File: src/rtl/zone_cmp_pkg.sv
// Shared types for the window comparator.
// Assumes: a zone is coded one-hot, with bit 0 below, bit 1 inside and bit 2 above.
package zone_cmp_pkg;
    typedef enum logic [2:0] {
        ZONE_BELOW  = 3'b001,
        ZONE_INSIDE = 3'b010,
        ZONE_ABOVE  = 3'b100
    } zone_e;
endpackage

File: src/rtl/zone_classifier.sv
// Combinational signed classification of a count against a window.
// It also reports when the window bounds are not ordered low < high.
// Assumes: all values are two's-complement of width W.
module zone_classifier
    import zone_cmp_pkg::*;
#(
    parameter int W = 32
) (
    input  logic signed [W-1:0] value,
    input  logic signed [W-1:0] lo,
    input  logic signed [W-1:0] hi,
    output zone_e               zone,
    output logic                order_bad
);
    // Pick the zone from two signed compares; a value equal to a bound is inside.
    always_comb begin
        if (value < lo)       zone = ZONE_BELOW;
        else if (value > hi)  zone = ZONE_ABOVE;
        else                  zone = ZONE_INSIDE;
    end

    // The window is valid only when low is strictly under high.
    always_comb order_bad = (lo >= hi);
endmodule

File: src/rtl/threshold_bank.sv
// Holds the two thresholds and the ordering-error flag.
// On a load cycle the effective thresholds are the incoming ones, so the
// zone can be evaluated in the same cycle as the load.
// Assumes: order_bad_in is computed from lo_eff/hi_eff by the classifier.
module threshold_bank #(
    parameter int                      W      = 32,
    parameter logic signed [W-1:0]     RST_LO = '0,
    parameter logic signed [W-1:0]     RST_HI = 1
) (
    input  logic                clk,
    input  logic                rst_n,
    input  logic                load,
    input  logic signed [W-1:0] lo_in,
    input  logic signed [W-1:0] hi_in,
    input  logic                order_bad_in,
    output logic signed [W-1:0] lo_eff,
    output logic signed [W-1:0] hi_eff,
    output logic                err_now,
    output logic                err_q
);
    logic signed [W-1:0] lo_q;
    logic signed [W-1:0] hi_q;

    // Forward the incoming thresholds on a load so they take effect at once.
    always_comb begin
        lo_eff  = load ? lo_in : lo_q;
        hi_eff  = load ? hi_in : hi_q;
        err_now = load ? order_bad_in : err_q;
    end

    // Capture the thresholds and their error status on each load.
    always_ff @(posedge clk) begin
        if (!rst_n) begin
            lo_q  <= RST_LO;
            hi_q  <= RST_HI;
            err_q <= 1'b0;
        end else if (load) begin
            lo_q  <= lo_in;
            hi_q  <= hi_in;
            err_q <= order_bad_in;
        end
    end

    // a load with bad ordering leaves the error flag set.
    assert_err_tracks_load_R5: assert property (@(posedge clk) disable iff (!rst_n)
        (load && (lo_in >= hi_in)) |=> err_q);
endmodule

File: src/rtl/zone_tracker.sv
// Registers the active zone and produces the zone-change pulse.
// Assumes: upd is high only when a new zone is to be taken.
module zone_tracker
    import zone_cmp_pkg::*;
(
    input  logic  clk,
    input  logic  rst_n,
    input  logic  upd,
    input  zone_e zone_next,
    output zone_e zone_q,
    output logic  chg_q
);
    // Hold the zone, take a new one on update, and pulse when it moves.
    always_ff @(posedge clk) begin
        if (!rst_n) begin
            zone_q <= ZONE_BELOW;
            chg_q  <= 1'b0;
        end else begin
            chg_q <= upd && (zone_next != zone_q);
            if (upd) zone_q <= zone_next;
        end
    end

    // the zone stays one-hot.
    assert_zone_onehot_R4: assert property (@(posedge clk) disable iff (!rst_n)
        $countones(zone_q) == 1);
    // a change pulse only appears when the zone really moved.
    assert_chg_means_move_R9: assert property (@(posedge clk) disable iff (!rst_n)
        chg_q |-> !$stable(zone_q));
    // the pulse lasts one cycle unless the zone moves again.
    assert_chg_no_hold_R9: assert property (@(posedge clk) disable iff (!rst_n)
        (chg_q && !upd) |=> !chg_q);
endmodule

File: src/rtl/zone_window_cmp.sv
// Three-zone window comparator for a signed count.
// It re-evaluates on a count strobe, on a threshold load, or on enable going
// high. It freezes the zone while the loaded thresholds are misordered.
// Assumes: count is held stable by its producer while not strobed.
module zone_window_cmp
    import zone_cmp_pkg::*;
#(
    parameter int                  W      = 32,
    parameter logic signed [W-1:0] RST_LO = '0,
    parameter logic signed [W-1:0] RST_HI = 1
) (
    input  logic         clk,
    input  logic         rst_n,
    input  logic         enable,
    input  logic         cnt_strobe,
    input  logic [W-1:0] count,
    input  logic         thr_load,
    input  logic [W-1:0] thr_lo,
    input  logic [W-1:0] thr_hi,
    output logic         zone_below,
    output logic         zone_inside,
    output logic         zone_above,
    output logic         order_err,
    output logic         zone_chg
);
    logic signed [W-1:0] lo_eff;
    logic signed [W-1:0] hi_eff;
    logic                err_now;
    logic                err_q;
    logic                order_bad;
    logic                en_q;
    logic                trigger;
    logic                upd;
    zone_e               zone_next;
    zone_e               zone_q;

    threshold_bank #(.W(W), .RST_LO(RST_LO), .RST_HI(RST_HI)) bank_i (
        .clk(clk), .rst_n(rst_n), .load(thr_load),
        .lo_in($signed(thr_lo)), .hi_in($signed(thr_hi)),
        .order_bad_in(order_bad),
        .lo_eff(lo_eff), .hi_eff(hi_eff), .err_now(err_now), .err_q(err_q)
    );

    zone_classifier #(.W(W)) class_i (
        .value($signed(count)), .lo(lo_eff), .hi(hi_eff),
        .zone(zone_next), .order_bad(order_bad)
    );

    // Remember enable so a rising level can force one evaluation.
    always_ff @(posedge clk) begin
        if (!rst_n) en_q <= 1'b0;
        else        en_q <= enable;
    end

    // An update needs enable, a trigger, and a well-ordered window.
    always_comb begin
        trigger = cnt_strobe || thr_load || !en_q;
        upd     = enable && trigger && !err_now;
    end

    zone_tracker track_i (
        .clk(clk), .rst_n(rst_n), .upd(upd), .zone_next(zone_next),
        .zone_q(zone_q), .chg_q(zone_chg)
    );

    // Split the one-hot zone onto the output pins.
    always_comb begin
        zone_below  = zone_q[0];
        zone_inside = zone_q[1];
        zone_above  = zone_q[2];
        order_err   = err_q;
    end

    // after an update, below matches a signed compare with the low bound.
    assert_below_R1: assert property (@(posedge clk) disable iff (!rst_n)
        upd |=> (zone_below == ($signed($past(count)) < $past(lo_eff))));
    // after an update, above matches a signed compare with the high bound.
    assert_above_R3: assert property (@(posedge clk) disable iff (!rst_n)
        upd |=> (zone_above == ($signed($past(count)) > $past(hi_eff))));
    // a misordered window freezes the zone.
    assert_frozen_on_err_R5: assert property (@(posedge clk) disable iff (!rst_n)
        err_now |=> $stable(zone_q));
    // nothing moves while disabled.
    assert_idle_hold_R8: assert property (@(posedge clk) disable iff (!rst_n)
        !enable |=> $stable(zone_q));
endmodule

File: config.mk
export PLATFORM = sky130hd
export DESIGN_NAME = zone_window_cmp
export DESIGN_NICKNAME = d
export VERILOG_FILES = /design/src/rtl/zone_cmp_pkg.sv /design/src/rtl/zone_classifier.sv /design/src/rtl/threshold_bank.sv /design/src/rtl/zone_tracker.sv /design/src/rtl/zone_window_cmp.sv
export SDC_FILE = /design/constraint.sdc
export NUM_CORES = 1
export LEC_CHECK = 0
export ABC_AREA = 1
export CAP_MARGIN = 20
export CORE_MARGIN = 4
export CORE_UTILIZATION = 30
export DETAILED_ROUTE_END_ITERATION = 12
export GPL_TIMING_DRIVEN = 0
export PLACE_DENSITY = 0.61
export SLEW_MARGIN = 20
export SYNTH_ARGS = -nofsm -noshare
export SYNTH_HDL_FRONTEND = slang
export SYNTH_SLANG_ARGS = --single-unit
File: constraint.sdc
create_clock -name clk -period 2.4 [get_ports clk]
set_input_delay 0.36 -clock clk [delete_from_list [all_inputs] [get_ports clk]]
set_output_delay 0.36 -clock clk [all_outputs]
set_load 0.05 [all_outputs]
Word-level counts from Yosys, hierarchy flattened
Index checks and enable logic that the tools add are counted.
{ "classes": {"reduce_logical": 7, "n_eq_ne": 1, "order_cmp": 3, "muxes": 5} }
{ "ops": {"columns": ["operator", "n"], "rows": [
  ["$mux 32", 2],
  ["$ge 32x32->1", 1],
  ["$gt 32x32->1", 1],
  ["$lt 32x32->1", 1],
  ["$mux 3", 2],
  ["$logic_and 1x1->1", 3],
  ["$ne 3x3->1", 1],
  ["$logic_not 1->1", 2],
  ["$logic_or 1x1->1", 2],
  ["$mux 1", 1]
]} }
{ "word_totals": {"reg_bits": 70, "wordCells": 22, "output_inout_bits": 5, "inputBits": 101} }

Depth between registers and ports, before layout
Gate-level depths: netlist of run 1.
{ "depth": {"word_depth": 6, "ltp_mapped": 25, "depth_no_buf": 24} }

Modules after synthesis
Synthesis of run 1 repeated with hierarchy kept, for this count alone.
{ "hier_totals": {"cells_unflattened": 961, "hier_area_um2": 5808.1} }
{ "modules_own_cells": {"columns": ["module", "seq_area_each_um2", "cells_each", "area_each_um2", "n_inst"], "rows": [
  ["threshold_bank", 1301.2, 539, 3140.5, 1],
  ["zone_classifier", 0.0, 385, 2432.3, 1],
  ["zone_tracker", 80.1, 30, 187.7, 1],
  ["zone_window_cmp", 20.0, 7, 47.5, 1]
]} }

Worst setup path after synthesis of run 1
Ideal clock, no wire load.
{ "synth_timing": {"kind": "input to register", "startpoint": "input thr_load", "endpoint": "register track_i.chg_q", "t_arrival_ns": 2.492, "setup_ns": 0.109, "n_path_buf": 2, "cell_stages": 17, "required_time_ns": 2.291, "path_slack_ns": -0.201, "path_cell_list": "clkbuf_1 > buf_2 > mux2i_1 > ha_1 > a21oi_1 > nor2_1 > nor2_1 > nand3_1 > a21oi_1 > nand3_1 > nand2_1 > nand2_1 > nand3b_1 > nand2_1 > nand3_1 > nand2_1 > inv_1"} }
{ "synth_between": {"elab_chain_len": 6, "elab_cells_between_ends": 15, "classes_between": "3 x order compare; 1 x eq/ne; 5 x mux; 6 x reduce/logical"} }
{ "synth_lines": {"columns": ["element", "line", "rtl"], "rows": [
  ["start, declared", "zone_window_cmp.sv:17", "input logic thr_load,"],
  ["$mux 32, on equally long branches", null, null],
  ["$gt 32x32->1 / $ge 32x32->1 (equally long branches)", "zone_classifier.sv:18, zone_classifier.sv:23", null],
  ["$mux 3 / $mux 1 (equally long branches)", "zone_classifier.sv:18, threshold_bank.sv:28", null],
  ["$mux 3 / $logic_not 1->1 (equally long branches)", "zone_classifier.sv:17, zone_window_cmp.sv:58", null],
  ["$ne 3x3->1 / $logic_and 1x1->1 (equally long branches)", "zone_tracker.sv:19, zone_window_cmp.sv:58", null],
  ["$logic_and 1x1->1 (*)", "zone_tracker.sv:19", "chg_q <= upd && (zone_next != zone_q);"],
  ["end signal, assigned", "zone_tracker.sv:19", null],
  ["end, declared", "zone_tracker.sv:11", "output logic chg_q"]
]} }
Every way passes the cells marked *; elsewhere a longest branch is shown, timed or not.
A chain may end at the register's enable or synchronous reset.

Final worst setup path of run 1
{ "layout_timing": {"startpoint": "input thr_load", "endpoint": "register track_i.zone_q[2]"} }
{ "layout_between": {"elab_chain_len": 5, "elab_cells_between_ends": 13, "classes_between": "3 x order compare; 5 x mux; 5 x reduce/logical"} }
{ "layout_lines": {"columns": ["element", "line", "rtl"], "rows": [
  ["$mux 32 (*)", null, null],
  ["via bank_i.lo_eff[28]", "threshold_bank.sv:16", "output logic signed [W-1:0] lo_eff,"],
  ["$ge 32x32->1", "zone_classifier.sv:23", "always_comb order_bad = (lo >= hi);"],
  ["$mux 1", "threshold_bank.sv:28", "err_now = load ? order_bad_in : err_q;"],
  ["$logic_not 1->1", "zone_window_cmp.sv:58", "upd = enable && trigger && !err_now;"],
  ["$logic_and 1x1->1", "zone_window_cmp.sv:58", null],
  ["end signal, assigned", "zone_tracker.sv:20", "if (upd) zone_q <= zone_next;"],
  ["end, declared", "zone_tracker.sv:10", "output zone_e zone_q,"]
]} }
The timed path passes the listed nets; every way through them passes the cells marked *.

==> metrics, run 1 <==
status complete, but fails checks; failing checks setup timing; Max VDD drop 0.3222 mV; CTS root buffer clkbuf_16; Required @ worst endpoint 2.64 ns; Tcrit/Tclk final 102.7%; CP Capture Type flip-flop; CP Launch Type input port; global-route wire length before repair 25.36 mm; wire per inst 15.94 um; skew final 0.005145 ns; max_cap viols 0; total power 4274 uW; setup_tns -0.2059 ns; number of DRC markers in iteration 0 167; post-synthesis mux area share 6.338%; Synth Area in Compound Gates 10.20%; switch share 31.93%; Synth Net Count 834; Slew Limit Fails 0; Post-layout nets 1003; routed vias 4826; Post-route DRC 0; synthesized area per cell 7.674 um2; deepest clock path buffer count 2; Fill cells 1435; HPWL after DPL 11.18 mm; largest net degree at the start of global routing 11; Sink Count 70; kind of critical path input port to flip-flop; normalized max-slew margin 58.15%; final setup margin -0.06482 ns; share of post-route cells with drive strength above 1 35.80%; Logic pwr share 37.8%; Final GP Congestion 0.8320; Pwr Density 504.1 mW/mm2; cell internal pwr 2909 uW; Clock power frac 32.0%; num rows 46; post-synthesis simple-gate area fraction 23.97%; Slowest Stage Delay on Critical Path 0.37 ns; largest family of logic cells by synthesized area adder cells; Skew-Pair Late Insertion Delay 0.35 ns; Synth area leader dfxtp_1; Slew @ Worst Pin 0.6278 ns; Post-Synth XOR/XNOR Area 0%; endpoints failing setup 4; Ys Warns 0; CP max FO 8; register area 0.001401 mm2; Synth Area in Adders 24.28%; Util after Layout 53.18%; cell area after synthesis 0.004896 mm2; PortBufs 105; multi-input logic area 0.004420 mm2; H-tree Lvls 3; total CTS buffers 9; leakage 0.003675 uW; chip width 135.8 um; Die Y 135.8 um; TritonCTS clock tree done; Top Ports 106; initial antenna violation count 0; Synth Register Bits 70; synth-to-layout area growth 73.17%; routed wire length 16.36 mm; synth top area cells dfxtp_1 (29%), ha_1 (24%), nand2_1 (7.7%); clock-pin slew on the worst setup and hold paths 0.05 ns; WP buf/inv 6; vias in the first global route 5036; Slowest-stage cell, CP nor4_4; max frequency 405.7 MHz; Synth top area share 28.62%; # diodes 0; total net switching power 1364 uW; largest delay contributor family on the critical path simple AND/OR/NAND/NOR gates; DRT Pass-1 Iters 4; Initial Util 30.71%; Placed Cells 959; die area 0.01843 mm2; synth unique cells 31; register area share after synthesis 28.62%; Total GRT Usage 18.06%; post-layout min period 2.465 ns; Layout Cells excl Fill 1026; Setup Slack @ Placement -1.363 ns; RSZ-0062 raised after global routing true; final hold viol count 0; Gate Count Post-Synth 638; Seq pwr share 30.2%; total gr overflow 0; crit path DAT 2.71 ns; cts-stage hold buffer count 0; Vias/cell 4.704; crit-path cells buf_12, inv_8, clkbuf_16, or2_4, o21ai_4, inv_2, ha_4, nand2_2, nor2_4, nand4_4, nor4_4, nand2_2, nand3b_1, nand3_2, nand2_4, nand2_4, inv_2, nand2_1, inv_1, nor2_1; Routed Antenna Nets 0; Worst Hold Class input port to flip-flop; core footprint 0.01594 mm2
## power groups by stage
| stage | Sequential [uW] | Clock, uW | Combinational, uW |
|---|---|---|---|
| after detailed placement | 1290 | 0 | 1100 |
| after global placement | 1290 | 0 | 1080 |
| after floorplan | 1320 | 0 | 672 |
| final | 1290 | 1370 | 1620 |
| after CTS | 1290 | 1390 | 1460 |
| after global routing | 1300 | 1440 | 1800 |
## metal layers
metal | up-vias | routed length (um) | GRT usage (%)
li1 | 2476 | - | -
met1 | 2210 | 7253 | 22.45
met2 | 112 | 7787 | 30.89
met3 | 28 | 950 | 4.421
met4 | 0 | 367 | 5.487
met5 | - | 0 | 0
## logic make-up (layout without fill, tap and decap cells)
group,Yosys count,in the layout
AOI/OAI and AO/OA,96,96
adders and majority gates,95,95
buffers and inverters,85,257
DFF,70,70
muxes,31,31
and+or+nand+nor,261,261
## worst register-to-register path, stage by stage (launching register included)
cell      delay, ns
dfxtp_1        0.32
o21ai_4        0.19
inv_2          0.07
ha_4           0.28
nand2_4        0.06
nor2_4         0.12
nand4_4        0.12
nor4_4         0.38
nand2_2        0.10
nand3b_1       0.11
nand3_2        0.10
nand2_4        0.11
nand2_4        0.07
inv_2          0.06
nand2_1        0.04
inv_1          0.05
nor2_1         0.03
## through the flow
step | hold slack, ns | area [um2]
after floorplan | 0.4243 | 5019
after global placement | 0.4368 | 6340
after detailed placement | 0.4450 | 6340
after CTS | 0.3689 | 7996
after global routing | 0.4258 | 8478
final | 0.3908 | 8478
## flip-flops by register name, indices dropped and copies added (netlist names)
signal,cells
en_q,1
bank_i.hi_q,32
bank_i.lo_q,32
track_i.zone_q,3
track_i.chg_q,1
bank_i.err_q,1
## cell usage in the layout, fill, tap and decap left out, types with 6 or more instances in the layout
cell,count
clkdlybuf4s50_1,90
nor2_1,80
nand2_1,76
dfxtp_1,70
ha_1,60
inv_1,47
buf_4,39
ha_4,35
a21oi_1,30
mux2i_4,25
nand2_2,25
or2_2,20
o21ai_2,19
inv_2,18
a21oi_2,14
clkbuf_16,13
or2_4,12
o21ai_4,11
dlygate4sd2_1,11
nand4_1,10
nand3_1,10
clkbuf_1,9
o21ai_0,7
o21ai_1,7
nand2_4,6
buf_6,6
## timing repair
action,CTS,global route
endpoints found under the setup margin,5,5
pin swaps,63,46
gates cloned,6,0
hold endpoints to repair,0,0
resized for setup,221,71
buffers inserted,33,15
## synth_stat cells
cell,instances
inv_2,4
clkbuf_1,14
a31oi_1,1
nor2_1,88
a21oi_1,45
nand2_2,5
buf_2,3
nor3_1,3
nand4_1,10
nand3b_1,3
or2_2,32
o211ai_1,2
nand3_1,12
nand4_2,1
ha_1,95
nand2_1,101
o21ai_1,2
clkinv_1,3
nand2_4,1
o21ba_2,1
a211oi_1,1
mux2i_1,31
inv_1,61
dfxtp_1,70
a21o_1,1
nor4_2,1
nor2_2,1
nor3_2,1
nand3_2,2
a21boi_1,1
o21ai_0,42
## path summary, 6_finish.rpt
check             startpoint           endpoint  slack, ns  cells past startpoint
max                 thr_load  track_i.zone_q[2]      -0.06                     20
min                 thr_load     bank_i.lo_q[0]       0.39                      4
max reg2reg  bank_i.lo_q[31]  track_i.zone_q[2]       0.10                     16
min reg2reg   bank_i.hi_q[0]     bank_i.hi_q[0]       0.49                      2
## area by class of cell
cell class | count | share of cell area (%)
Sequential cell | 70 | 16.53
Buffer | 17 | 2.819
Inverter | 68 | 3.129
Timing Repair Buffer | 158 | 18.77
Multi-Input combinational cell | 483 | 52.14
Clock inverter | 1 | 0.3542
Tap cell | 216 | 3.188
Clock buffer | 13 | 3.070
(Power assumes the default switching activity.)
==> run 2: changes to the inputs <==
--- a/config.mk
+++ b/config.mk
@@ -6,12 +6,12 @@
 export NUM_CORES = 1
 export LEC_CHECK = 0
 export ABC_AREA = 1
-export CAP_MARGIN = 20
 export CORE_MARGIN = 4
 export CORE_UTILIZATION = 30
 export DETAILED_ROUTE_END_ITERATION = 12
 export GPL_TIMING_DRIVEN = 0
-export PLACE_DENSITY = 0.61
+export PLACE_DENSITY = 0.59
+export SKIP_LAST_GASP = 1
 export SLEW_MARGIN = 20
 export SYNTH_ARGS = -nofsm -noshare
 export SYNTH_HDL_FRONTEND = slang
==> constraint.sdc (replaced) <==
create_clock -name clk -period 2.3 [get_ports clk]
set_input_delay 0.345 -clock clk [delete_from_list [all_inputs] [get_ports clk]]
set_output_delay 0.345 -clock clk [all_outputs]
set_load 0.05 [all_outputs]
==> run 2 against run 1 <==
Compared with the run above: the run still ends with setup timing left; setup slack got worse by 0.11 ns; combinational power shrank 7%; global-route usage is 0.75 points lower; hold slack worse by 0.032 ns; critical path type unchanged; largest cell class unchanged; largest power group is now clock.
==> metrics, run 2 (synthesis gave the netlist of run 1 again) <==
status complete, but fails checks; failing checks setup timing; Seq pwr share 29.8% (-0.4 points); RSZ-0062 raised after global routing true; routed vias 4679 (-3.0%); CP Launch Type input port; Routed Antenna Nets 0 (unchanged); R2R setup slack 0.06 ns (-0.04 ns); CP max FO 6 (-2); Slew Limit Fails 0 (unchanged); top flop regs bank_i.hi_q: 32 flops, bank_i.lo_q: 32 flops, track_i.zone_q: 3 flops; Slowest Stage Delay on Critical Path 0.27 ns (-0.10 ns); largest net degree at the start of global routing 13 (+2); normalized max-slew margin 62.32% (+4.2 points); max frequency 403.3 MHz; # diodes 0 (unchanged); most common cell after layout, fill and taps aside clkdlybuf4s50_1; Top Ports 106 (unchanged); Die Y 135.8 um (unchanged); leakage 0.003535 uW (-3.8%); Initial Util 30.71% (unchanged); switch share 30.56% (-1.4 points); WP buf/inv 6 (unchanged); die area 0.01843 mm2 (unchanged); most frequent cells in the layout clkdlybuf4s50_1 (100), nand2_1 (90), nor2_1 (82), ha_1 (77), dfxtp_1 (70); number of DRC markers in iteration 0 160 (-4.2%); wire per inst 15.31 um (-4.0%); Required @ worst endpoint 2.54 ns (-0.10 ns); Worst Hold Class input port to flip-flop; Slew @ Worst Pin 0.5652 ns (-0.06256 ns); Layout Cells excl Fill 1013 (-1.3%); total net switching power 1376 uW (+0.85%); Post-route DRC 0 (unchanged); total gr overflow 0 (unchanged); largest delay contributor family on the critical path simple AND/OR/NAND/NOR gates; most frequent cell on the critical path nand2_1; Logic pwr share 33.3% (-4.5 points); hold_sp thr_load; HPWL after DPL 11.19 mm (about the same); kind of critical path input port to flip-flop; total power 4503 uW (+5.4%); CTS root buffer clkbuf_16; WP depth 19 (-5.0%); hold depth 4 (unchanged); TritonCTS clock tree done; vias in the first global route 4701 (-6.7%); synth-to-layout area growth 61.31%; CP Capture Type flip-flop; hold path endpoint bank_i.lo_q[0]; Max VDD drop 0.3662 mV (+14%); share of post-route cells with drive strength above 1 27.73% (-8.1 points); Post-layout nets 988 (-1.5%); Tcrit/Tclk final 107.8%; Sink Count 70 (unchanged); post-layout min period 2.480 ns; skew final 0.01242 ns (+0.007277 ns); final hold viol count 0 (unchanged); clock-pin slew on the worst setup and hold paths 0.06 ns (about the same); H-tree Lvls 3 (unchanged); Pwr Density 570.2 mW/mm2 (+13%); deepest clock path buffer count 2 (unchanged); cells on worst reg2reg path 15 (-1); endpoints failing setup 5 (+1); worst r2r src bank_i.hi_q[29]; Final GP Congestion 0.8266 (-0.65%); Slowest-stage cell, CP nor3_4; crit-path cells buf_12, clkbuf_16, buf_8, clkbuf_16, o21ai_4, ha_4, nand2_1, inv_1, o21ai_1, a21oi_1, o21ba_2, nor3_4, nand2_2, nand2_2, nand3b_1, nand2_1, nand3_1, nand2_1, inv_1; Placed Cells 959 (unchanged); RR Endpoint track_i.chg_q; final setup margin -0.1795 ns (-0.1147 ns); chip width 135.8 um (unchanged); core footprint 0.01594 mm2 (unchanged); DRT Pass-1 Iters 6 (+2); Skew-Pair Late Insertion Delay 0.35 ns (about the same); cell internal pwr 3127 uW (+7.5%); num rows 46 (unchanged); Fill cells 1520 (+5.9%); max_cap viols 0 (unchanged); global-route wire length before repair 24.23 mm (-4.5%); Vias/cell 4.619 (-1.8%); initial antenna violation count 0 (unchanged); Clock power frac 36.9% (+4.9 points); PortBufs 105 (unchanged); Total GRT Usage 17.32% (-0.75 points); crit path DAT 2.72 ns (about the same); routed wire length 15.50 mm (-5.2%); total CTS buffers 9 (unchanged)
==> run 2: cell types whose count changed in the layout (fill, tap and decap cells not counted), moves of 9 or more <==
cell	before	now
ha_1	60	77
ha_4	35	18
nand2_1	76	90
nand2_2	25	14
clkdlybuf4s50_1	90	100
mux2i_4	25	16
==> run 2: worst register-to-register path: stages (launching register included) <==
cell and delay (ns):
dfxtp_1 0.30, mux2i_2 0.29, ha_1 0.31, a21oi_1 0.16
nor2_1 0.06, nor2_1 0.10, nand2_1 0.09, a21oi_2 0.13
nand3_1 0.09, nand2_1 0.09, nand2_2 0.07, nand3b_1 0.19
nand2_1 0.08, nand3_1 0.06, nand2_1 0.06, inv_1 0.03
==> run 2: worst max path at each step <==
stage | start | slack (ns) | to
finish | thr_load | -0.18 | track_i.chg_q
global route | thr_lo[5] | -0.36 | track_i.chg_q
CTS | thr_load | -0.14 | track_i.chg_q
detailed placement | thr_load | -1.56 | track_i.chg_q
global placement | thr_load | -1.59 | track_i.chg_q
floorplan | thr_load | -0.04 | track_i.zone_q[2]
==> run 2: per-stage QoR <==
step	hold WS [ns]	util, %	instance area (um2)	setup WS (ns)	TNS (ns)
finish	0.3585	49.54	7898	-0.1795	-0.6886
global placement	0.4408	40.64	6479	-1.587	-7.280
detailed placement	0.4466	40.64	6479	-1.560	-7.205
floorplan	0.4243	-	5157	-0.04101	-0.1253
CTS	0.3457	48.53	7737	-0.1430	-0.4736
global route	0.3752	49.54	7898	-0.3596	-1.444
==> run 2: power groups by stage <==
stage | combinational [uW] | sequential (uW) | clock [uW]
after global placement | 1160 | 1350 | 0
after floorplan | 729 | 1380 | 0
final | 1500 | 1340 | 1660
after CTS | 1430 | 1340 | 1680
after detailed placement | 1180 | 1350 | 0
after global routing | 1680 | 1350 | 1730
==> run 2: metal layers <==
metal  wire (um)  vias up  part of all wire [%]  GRT usage (%)
met4         214        0                   1.4          4.367
met3         686       14                   4.4          3.380
met1        7369     2143                    48          22.95
met5           0        -                     0              0
li1            -     2437                     -              -
met2        7234       85                    47          28.95
==> run 2: final cells by class <==
class                      count  area (um2)  area share, %
multi-input combinational    483        3956          50.10
timing repair buffer         143        1428          18.08
sequential                    70        1401          17.74
tap                          216       270.3          3.422
inverter                      68       269.0          3.406
clock buffer                  10       239.0          3.026
buffer                        17       225.2          2.852
clock inverter                 6       108.9          1.378
==> run 2: timing repair <==
action / in CTS / in global routing
buffers inserted: 33 / 2
pin swaps: 51 / 11
endpoints found under the hold margin: 0 / 0
gates cloned: 3 / 0
endpoints found under the setup margin: 5 / 5
resized for setup: 132 / 27
hold buffers: 0 / 0
